### src/rtl/par_out_pkg.sv
package par_out_pkg;

  typedef enum logic [2:0] {
    ST_IDLE,
    ST_LOAD,
    ST_ARM,
    ST_STROBE,
    ST_HOLD
  } seq_state_t;

  localparam logic [1:0] MODE_TICK   = 2'b00;
  localparam logic [1:0] MODE_STROBE = 2'b01;

endpackage

### src/rtl/pos_fifo.sv
module pos_fifo #(
  parameter int DATA_W = 32,
  parameter int DEPTH  = 16
) (
  input  logic              clk,
  input  logic              rst,
  input  logic              wr_req,
  input  logic [DATA_W-1:0] wr_data,
  input  logic              rd_en,
  output logic [DATA_W-1:0] rd_data,
  output logic              full,
  output logic              empty
);
  localparam int AW = $clog2(DEPTH);

  logic [DATA_W-1:0] mem [DEPTH];
  logic [AW:0]       wr_ptr, rd_ptr;
  logic              wr_en;

  assign empty = (wr_ptr == rd_ptr);
  assign full  = (wr_ptr[AW] != rd_ptr[AW]) && (wr_ptr[AW-1:0] == rd_ptr[AW-1:0]);
  assign wr_en = wr_req && !full;

  always_ff @(posedge clk) begin
    if (wr_en) mem[wr_ptr[AW-1:0]] <= wr_data;
    if (rd_en) rd_data <= mem[rd_ptr[AW-1:0]];
  end

  always_ff @(posedge clk) begin
    if (rst) begin
      wr_ptr <= '0;
      rd_ptr <= '0;
    end else begin
      if (wr_en) wr_ptr <= wr_ptr + 1'b1;
      if (rd_en) rd_ptr <= rd_ptr + 1'b1;
    end
  end


  no_overflow_chk: assert property (@(posedge clk) disable iff (rst)
    (wr_req && full) |=> $stable(wr_ptr));


  no_underflow_chk: assert property (@(posedge clk) disable iff (rst)
    rd_en |-> !empty);

endmodule

### src/rtl/pos_sync.sv
module pos_sync #(
  parameter int STAGES = 2
) (
  input  logic clk,
  input  logic rst,
  input  logic d,
  output logic q
);
  logic [STAGES-1:0] chain;

  always_ff @(posedge clk) begin
    if (rst) chain <= '0;
    else     chain <= {chain[STAGES-2:0], d};
  end

  assign q = chain[STAGES-1];
endmodule

### src/rtl/pos_ctrl.sv
module pos_ctrl
  import par_out_pkg::*;
#(
  parameter int DATA_W     = 32,
  parameter int STROBE_CYC = 5
) (
  input  logic              clk,
  input  logic              rst,
  input  logic              run,
  input  logic [1:0]        mode,
  input  logic              tick,
  input  logic              ack_s,
  input  logic              fifo_empty,
  input  logic [DATA_W-1:0] fifo_rdata,
  output logic              pop,
  output logic [DATA_W-1:0] data_out,
  output logic              req_out,
  output logic              underrun
);
  localparam int CW = $clog2(STROBE_CYC + 1) + 1;

  seq_state_t    state;
  logic [CW-1:0] cnt;
  logic          hs;
  logic          due;

  assign hs  = mode[1];
  assign due = hs ? !ack_s : tick;
  assign pop = run && (state == ST_IDLE) && due && !fifo_empty;

  always_ff @(posedge clk) begin
    if (rst) begin
      state    <= ST_IDLE;
      data_out <= '0;
      req_out  <= 1'b0;
      cnt      <= '0;
      underrun <= 1'b0;
    end else if (!run) begin
      state   <= ST_IDLE;
      req_out <= 1'b0;
    end else begin
      case (state)
        ST_IDLE: begin
          if (pop)                  state    <= ST_LOAD;
          else if (!hs && tick)     underrun <= 1'b1;
        end
        ST_LOAD: begin
          data_out <= fifo_rdata;
          state    <= (mode == MODE_TICK) ? ST_IDLE : ST_ARM;
        end
        ST_ARM: begin
          req_out <= 1'b1;
          cnt     <= CW'(1);
          state   <= hs ? ST_HOLD : ST_STROBE;
        end
        ST_STROBE: begin
          if (cnt == CW'(STROBE_CYC)) begin
            req_out <= 1'b0;
            state   <= ST_IDLE;
          end else begin
            cnt <= cnt + 1'b1;
          end
        end
        ST_HOLD: begin
          if (ack_s) begin
            req_out <= 1'b0;
            state   <= ST_IDLE;
          end
        end
        default: state <= ST_IDLE;
      endcase
    end
  end

  // width monitor for the strobe check
  logic [CW-1:0] hi_cnt;
  always_ff @(posedge clk) begin
    if (rst)          hi_cnt <= '0;
    else if (req_out) hi_cnt <= hi_cnt + 1'b1;
    else              hi_cnt <= '0;
  end


  data_hold_chk: assert property (@(posedge clk) disable iff (rst)
    (req_out && $past(req_out)) |-> $stable(data_out));


  strobe_width_chk: assert property (@(posedge clk) disable iff (rst)
    ($fell(req_out) && $past(run) && mode == MODE_STROBE) |-> hi_cnt == CW'(STROBE_CYC));


  stop_chk: assert property (@(posedge clk) disable iff (rst)
    !run |=> !req_out);


  underrun_sticky_chk: assert property (@(posedge clk) disable iff (rst)
    underrun |=> underrun);


  ack_release_chk: assert property (@(posedge clk) disable iff (rst)
    ($fell(req_out) && $past(run) && hs) |-> $past(ack_s));

endmodule

### src/rtl/par_out_seq.sv
module par_out_seq #(
  parameter int DATA_W     = 32,
  parameter int DEPTH      = 16,
  parameter int STROBE_CYC = 5,
  parameter int SYNC_STG   = 2
) (
  input  logic              clk,
  input  logic              rst,
  input  logic              run_en,
  input  logic [1:0]        mode_sel,
  input  logic              tick,
  input  logic              push_valid,
  input  logic [DATA_W-1:0] push_data,
  output logic              fifo_full,
  output logic              fifo_empty,
  input  logic              trig_we,
  input  logic              trig_val,
  output logic              trig_out,
  input  logic              ack_in,
  output logic              req_out,
  output logic [DATA_W-1:0] data_out,
  output logic              underrun
);
  logic              pop;
  logic              ack_s;
  logic [DATA_W-1:0] rd_data;

  pos_fifo #(.DATA_W(DATA_W), .DEPTH(DEPTH)) u_fifo (
    .clk     (clk),
    .rst     (rst),
    .wr_req  (push_valid),
    .wr_data (push_data),
    .rd_en   (pop),
    .rd_data (rd_data),
    .full    (fifo_full),
    .empty   (fifo_empty)
  );

  pos_sync #(.STAGES(SYNC_STG)) u_sync (
    .clk (clk),
    .rst (rst),
    .d   (ack_in),
    .q   (ack_s)
  );

  pos_ctrl #(.DATA_W(DATA_W), .STROBE_CYC(STROBE_CYC)) u_ctrl (
    .clk        (clk),
    .rst        (rst),
    .run        (run_en),
    .mode       (mode_sel),
    .tick       (tick),
    .ack_s      (ack_s),
    .fifo_empty (fifo_empty),
    .fifo_rdata (rd_data),
    .pop        (pop),
    .data_out   (data_out),
    .req_out    (req_out),
    .underrun   (underrun)
  );

  always_ff @(posedge clk) begin
    if (rst)          trig_out <= 1'b0;
    else if (trig_we) trig_out <= trig_val;
  end


  trig_follow_chk: assert property (@(posedge clk) disable iff (rst)
    trig_we |=> trig_out == $past(trig_val));

endmodule

### config.mk
export PLATFORM = sky130hd
export DESIGN_NAME = par_out_seq
export DESIGN_NICKNAME = d
export VERILOG_FILES = /design/src/rtl/par_out_pkg.sv /design/src/rtl/pos_fifo.sv /design/src/rtl/pos_sync.sv /design/src/rtl/pos_ctrl.sv /design/src/rtl/par_out_seq.sv
export SDC_FILE = /design/constraint.sdc
export NUM_CORES = 1
export LEC_CHECK = 0
export ABC_CLOCK_PERIOD_IN_PS = 3700
export BUFFER_PORTS_ARGS = -buffer_cell sky130_fd_sc_hd__buf_2
export CAP_MARGIN = 20
export CORE_MARGIN = 1.5
export CORE_UTILIZATION = 40
export DETAILED_ROUTE_END_ITERATION = 12
export SYNTH_ARGS = -nofsm -noshare
export SYNTH_HDL_FRONTEND = slang
export SYNTH_SLANG_ARGS = --single-unit
### constraint.sdc
create_clock -name clk -period 3.7 [get_ports clk]
set_input_delay 0.37 -clock clk [delete_from_list [all_inputs] [get_ports clk]]
set_output_delay 0.37 -clock clk [all_outputs]
set_load 0.01 [all_outputs]
=== Word level (Yosys, flattened, before mapping) ===
Memory sizes are Yosys's and may differ from the RTL's. A register that Yosys moved wholly into a read port is not among the register bits.
Cells that the tools add are included.
Widths: inputs -> output; s select.

* Flip-flop bits (word level): 54
* Bits in writable memories: 512
* Bits of input ports: 42
* Output and inout port bits: 37
* Word-level logic and storage cells: 61
* Memories: 1

* Add/subtract/negate cells: 3
* Eq/ne operators: 12
* Multiplexer cells: 14
* Bitwise operators: 2
* Reductions and logical operators: 20

{| class="wikitable"
|+ Memories
! memory !! depth !! bits a word !! rd ports !! clocked after Yosys merged registers in !! wr ports !! RTL line !! RTL
|-
| u_fifo.mem || 16 || 32 || 1 || 1 || 1 || pos_fifo.sv:16 || <nowiki>logic [DATA_W-1:0] mem [DEPTH];</nowiki>
|}

{| class="wikitable"
|+ Operators with widths
! operator !! number
|-
| $pmux 3 s5 || 1
|-
| $mux 3 || 4
|-
| $add 5x1->5 const B || 2
|-
| $reduce_and 3->1 || 3
|-
| $pmux 4 s2 || 1
|-
| $eq 3x2->1 const B || 2
|-
| $logic_and 1x1->1 || 6
|-
| $ne 2x2->1 const B || 3
|-
| $eq 5x5->1 || 1
|-
| $mux 1 || 5
|-
| $add 4x1->4 const B || 1
|-
| $eq 4x3->1 const B || 1
|-
| $eq 4x4->1 || 1
|-
| $logic_not 1->1 || 4
|-
| $mux 4 || 1
|-
| $reduce_and 4->1 || 1
|-
| $eq 3x1->1 const B || 1
|-
| $eq 3x3->1 const B || 1
|-
| $logic_not 3->1 || 1
|-
| $pmux 1 s3 || 1
|-
| $reduce_bool 3->1 || 1
|-
| $logic_not 2->1 || 1
|-
| $mux 2 || 1
|-
| $ne 2x1->1 const B || 1
|-
| 5 further kinds || 6
|}

=== Depth between registers and ports, before layout ===
* Depth in word-level cells: 6
* Gate-level depth with buffers: 7
* Gate-level depth less buffers: 6

=== By module ===
From an unflattened synthesis, not the netlist that was laid out.

* Cells, all modules: 1,266
* Area total of the unflattened synthesis: 23,030.8 µm²

{| class="wikitable"
|+ By module, submodules not included
! module !! times used !! cells an instance !! area each (µm²) !! sequential area each (µm²)
|-
| pos_fifo || 1 || 1,053 || 21,160.3 || 16,535.9
|-
| pos_ctrl || 1 || 206 || 1,784.2 || 820.8
|-
| pos_sync || 1 || 4 || 52.6 || 40.0
|-
| par_out_seq || 1 || 3 || 33.8 || 20.0
|}

=== Worst setup path before layout ===
Ideal clock, no wire load.

* Path type: register to register
* Start: register u_fifo.rd_ptr[0]
* End: register u_fifo.wr_ptr[4]
* Setup time: 0.123 ns
* Arrival: 2.985 ns
* Required time: 3.577 ns
* Slack: 0.592 ns
* Stages on the path, launching flop included: 7
* Path buffers: 2
* Period minus slack after synthesis: 3.108 ns
* Cell sequence: dfxtp_1 > buf_6 > xnor2_1 > and4_1 > buf_6 > a21oi_1 > mux2_2

* Cells in the longest elaborated chain, start to end: 4

{| class="wikitable"
|+ RTL lines
! item !! RTL line !! RTL
|-
| start: declaration || pos_fifo.sv:17 || <nowiki>logic [AW:0] wr_ptr, rd_ptr;</nowiki>
|-
| start signal: assignment || pos_fifo.sv:35 || <nowiki>if (rd_en) rd_ptr <= rd_ptr + 1'b1;</nowiki>
|-
| $eq 4x4->1 || pos_fifo.sv:21 || <nowiki>assign full = (wr_ptr[AW] != rd_ptr[AW]) && (wr_ptr[AW-1:0] == rd_ptr[AW-1:0]);</nowiki>
|-
| $logic_and 1x1->1 || pos_fifo.sv:21 ||
|-
| $logic_not 1->1 || pos_fifo.sv:22 || <nowiki>assign wr_en = wr_req && !full;</nowiki>
|-
| $logic_and 1x1->1 || pos_fifo.sv:22 ||
|-
| end signal: assignment || pos_fifo.sv:34 || <nowiki>if (wr_en) wr_ptr <= wr_ptr + 1'b1;</nowiki>
|-
| end: declaration || pos_fifo.sv:17 ||
|}

Every way passes these cells.
A chain may end at the register's enable or synchronous reset.

=== Final worst setup path ===
* Start: register u_fifo.wr_ptr[2]
* End: memory u_fifo.mem[7][23] (enable)

* Cells in the longest elaborated chain, start to end: 6

{| class="wikitable"
|+ RTL lines
! item !! RTL line !! RTL
|-
| $eq 4x4->1 || pos_fifo.sv:21 ||
|-
| $logic_and 1x1->1 || pos_fifo.sv:21 ||
|-
| $logic_not 1->1 || pos_fifo.sv:22 ||
|-
| $logic_and 1x1->1 || pos_fifo.sv:22 ||
|-
| $mux 1 || pos_fifo.sv:25 || <nowiki>if (wr_en) mem[wr_ptr[AW-1:0]] <= wr_data;</nowiki>
|-
| $mux 1 (implied by the code) || pos_fifo.sv:25 ||
|-
| end: declaration || pos_fifo.sv:16 ||
|}

Several ways; a longest one is shown, not always the timed one.

==> summary.md <==
| Metric | Value |
|---|---|
| Run status | `finished clean` |
| WL per Instance | `23.5 um` |
| Compound-gate portion of the synthesized area | `3.58%` |
| Final period util | `70.8%` |
| Syn Nets | `1,202` |
| CTS Buf Count | `59` |
| Post-Synth XOR/XNOR Area | `less than 1%` |
| Total congestion overflow | `0` |
| Worst path required time | `4000 ps` |
| Area Overhead vs Synth | `14.9%` |
| Worst Skew | `around 11 ps` |
| Logic gate share of total power | `5.6%` |
| # Max-Cap Violations | `0` |
| Area of the mapped netlist | `0.0230 mm2` |
| Via count | `11,100` |
| Max VDD drop | `0.000383 V` |
| Fin. Hold Viols | `0` |
| Starting density of the core | `40.6%` |
| DR iter-0 viols | `966` |
| GPL Wtd Cong | `0.755` |
| First-pass detailed-route iteration total | `5` |
| Switch share | `20.4%` |
| Most common cell after layout, fill and taps aside | `edfxtp_1` |
| Proportion of layout cells with a drive suffix above 1 | `a little over a quarter` |
| I/O Pins | `79` |
| Number of global-route vias before repair | `11,500` |
| ANT cells | `0` |
| Post-CTS sizing | `0` |
| Slowest CP cell | `and3_2` |
| I/O Buffers | `78` |
| Internal | `11.4 mW` |
| Finish-stage setup viols | `0` |
| Die width | `243 um` |
| Final-report max-slew violation count | `0` |
| DRC Markers | `0` |
| Setup repair bufs after CTS | `0` |
| Die area | `roughly 0.059 mm2` |
| Antenna violations before repair | `2` |
| Syn Area/Cell | `19.9 um2` |
| Crit-path max FO | `17` |
| Sequential power share | `52.7%` |
| Layout Utilization | `a little under half` |
| Core footprint | `0.0566 mm2` |
| Crit. End Element | `flip-flop` |
| Hold_buf cts | `2` |
| Crit path launch type | `flip-flop` |
| Leak | `8.21 nW` |
| Mux contribution to synthesized area | `14.4%` |
| # nets final | `1,306` |
| P_sw | `2.91 mW` |
| Clock share of power | `around two fifths` |
| Pin count of the biggest net entering global routing | `132` |
| Simple-gate area share of the yosys netlist | `3.68%` |
| Synth Area in Adders | `0.381%` |
| Post-synth top area share | `71.1%` |
| Via density | `~5.4` |
| Total power per unit cell area | `541 mW/mm2` |
| Die extent in y | `243 um` |
| Crit path time final | `2620 ps` |
| Total GRT Usage | `around 17%` |
| Largest family of logic cells by synthesized area | `multiplexers` |
| First-pass GRT wire length | `73,300 um` |
| Max Freq | `382 MHz` |
| Synth area leader | `edfxtp_1` |
| Number of fill cells | `4,765` |
| Unrepaired setup endpoints after global routing | `no` |
| Row Count | `87` |
| Pre-CTS WS | `1130 ps` |
| Largest stage delay, worst path | `around 650 ps` |
| Detail Route Antenna Nets | `0` |
| H-tree Lvls | `2` |
| Flip-flop and latch count after synthesis | `598` |
| CTS root buf | `clkbuf_16` |
| Synth unique cells | `49` |
| CP cell instances | `xnor2_1 -> and4_1 -> a21boi_4 -> and3_2 -> buf_12` |
| Slew headroom | `roughly a third` |
| Clk buf depth | `3` |
| PnR worst setup slack | `1080 ps` |
| Critical path class | `flip-flop to flip-flop` |
| Clock Latency Late Sink | `~600 ps` |
| DP HPWL | `26,400 um` |
| Yosys warns | `0` |
| Worst path arrival time | `about 2900 ps` |
| Commonest non-fill, non-tap cells in the layout | `544 x edfxtp_1, 128 x mux4_2, 78 x buf_2, 70 x nand2_1, 68 x a21oi_1` |
| CTS sink cnt | `about 600` |
| Post-Synthesis Cells | `about 1,200` |
| Hold WC Path Type | `input pin to flip-flop` |
| Ranking of synthesized cells by area | `edfxtp_1 71%, mux4_2 13%, dfxtp_1 4.7%, mux2i_1 1.5%, a21oi_1 1.5%` |
| CTS tree | `yes` |
| TNS Setup | `0 ps` |
| Sequential area share after synthesis | `75.8%` |
| Clock Pin Slew Worst Setup and Hold Paths | `70 ps` |
| Total Routed Length | `48,400 um` |
| Worst Tran Pin Value | `989 ps` |
-- area by class of cell --
cell class | instances | area (um2) | share of cell area, %
multi-input cells | 478 | 5180 | 19.6
repair buffers | 109 | 878 | 3.33
flip-flops and latches | 598 | 17400 | 66.0
inverters | 11 | 41.3 | 0.156
well taps | 756 | 946 | 3.58
clock buffers | 80 | 1610 | 6.08
clock inverters | 29 | 322 | 1.22
-- flip-flops by register name, indices dropped and copies added (netlist names) --
signal / count
u_ctrl.cnt: 4
u_fifo.wr_ptr: 5
u_fifo.rd_ptr: 5
u_ctrl.state: 3
u_fifo.rd_data: 32
trig_out: 1
u_ctrl.data_out: 32
u_sync.chain: 2
u_ctrl.req_out: 1
u_ctrl.underrun: 1
u_fifo.mem: 512
-- critical path, delay by kind of cell, from the launching register on --
family	cells	cell delay, ps
simple gates	2	1040
flops	1	460
compound gates	1	410
buf+inv	1	250
xor+xnor	1	150
-- power groups by stage --
stage	Clock, mW	Combinational (mW)	Sequential (mW)
3_3_place_gp	0	0.811	7.67
6_report	5.94	0.806	7.53
2_1_floorplan	0	0.578	7.67
3_5_place_dp	0	0.823	7.67
4_1_cts	6.07	0.825	7.53
5_1_grt	6.31	0.890	7.54
-- cells in the mapped netlist (all sizes together) --
cell type	instances
and3	16
a32o	1
clkinv	1
clkbuf	27
nand4	5
a21oi	70
a311o	2
o2111ai	1
nand2	70
xor2	1
a2111oi	2
dfxtp	54
a211oi	37
o21a	1
ha	7
a311oi	3
mux2	6
nor4bb	1
o31ai	1
xnor2	7
nor3	3
and4	2
nor2b	43
nor3b	1
nand3	3
and3b	1
nor4b	1
mux4	128
mux2i	35
or3	1
buf	39
o21ai	3
a32oi	1
and2	1
inv	10
nor2	17
a211o	1
a21boi	1
edfxtp	544
o2bb2ai	1
nand4b	2
o211ai	2
-- routing by layer --
layer	routed length, um	up-vias	global-route usage (%)
li1	-	4905	-
met1	22100	5833	24.4
met2	22800	276	26.1
met3	2440	69	2.66
met4	1010	4	4.77
met5	21	-	0
-- logic make-up after synthesis --
family	Yosys count
compound gates	127
xor+xnor	8
simple gates	167
flops	598
buf+inv	77
mux	169
fa+ha+maj	7
-- metrics by stage --
| stage | power [mW] | cell area, um2 | hold WS [ps] | cells |
|---|---|---|---|---|
| 5_1_grt | 14.7 | 26400 | 30.5 | 2061 |
| 4_1_cts | 14.4 | 26400 | 2.83 | 2061 |
| 6_report | 14.3 | 26400 | 41.8 | 2061 |
| 3_5_place_dp | 8.50 | 24500 | 438 | 1950 |
| 3_3_place_gp | 8.48 | 24500 | 433 | 1950 |
| 2_1_floorplan | 8.24 | 23000 | 414 | 1153 |
-- worst paths after layout --
path                       startpoint                  end  slack, ps  depth (start not counted)
hold reg to reg   u_ctrl.data_out[26]  u_ctrl.data_out[26]        450                          2
setup reg to reg     u_fifo.wr_ptr[2]    u_fifo.mem[7][23]       1080                          5
hold / removal                trig_we             trig_out         40                          3
setup / recovery     u_fifo.wr_ptr[2]    u_fifo.mem[7][23]       1080                          5
Power figures use the tool's default switching activity.
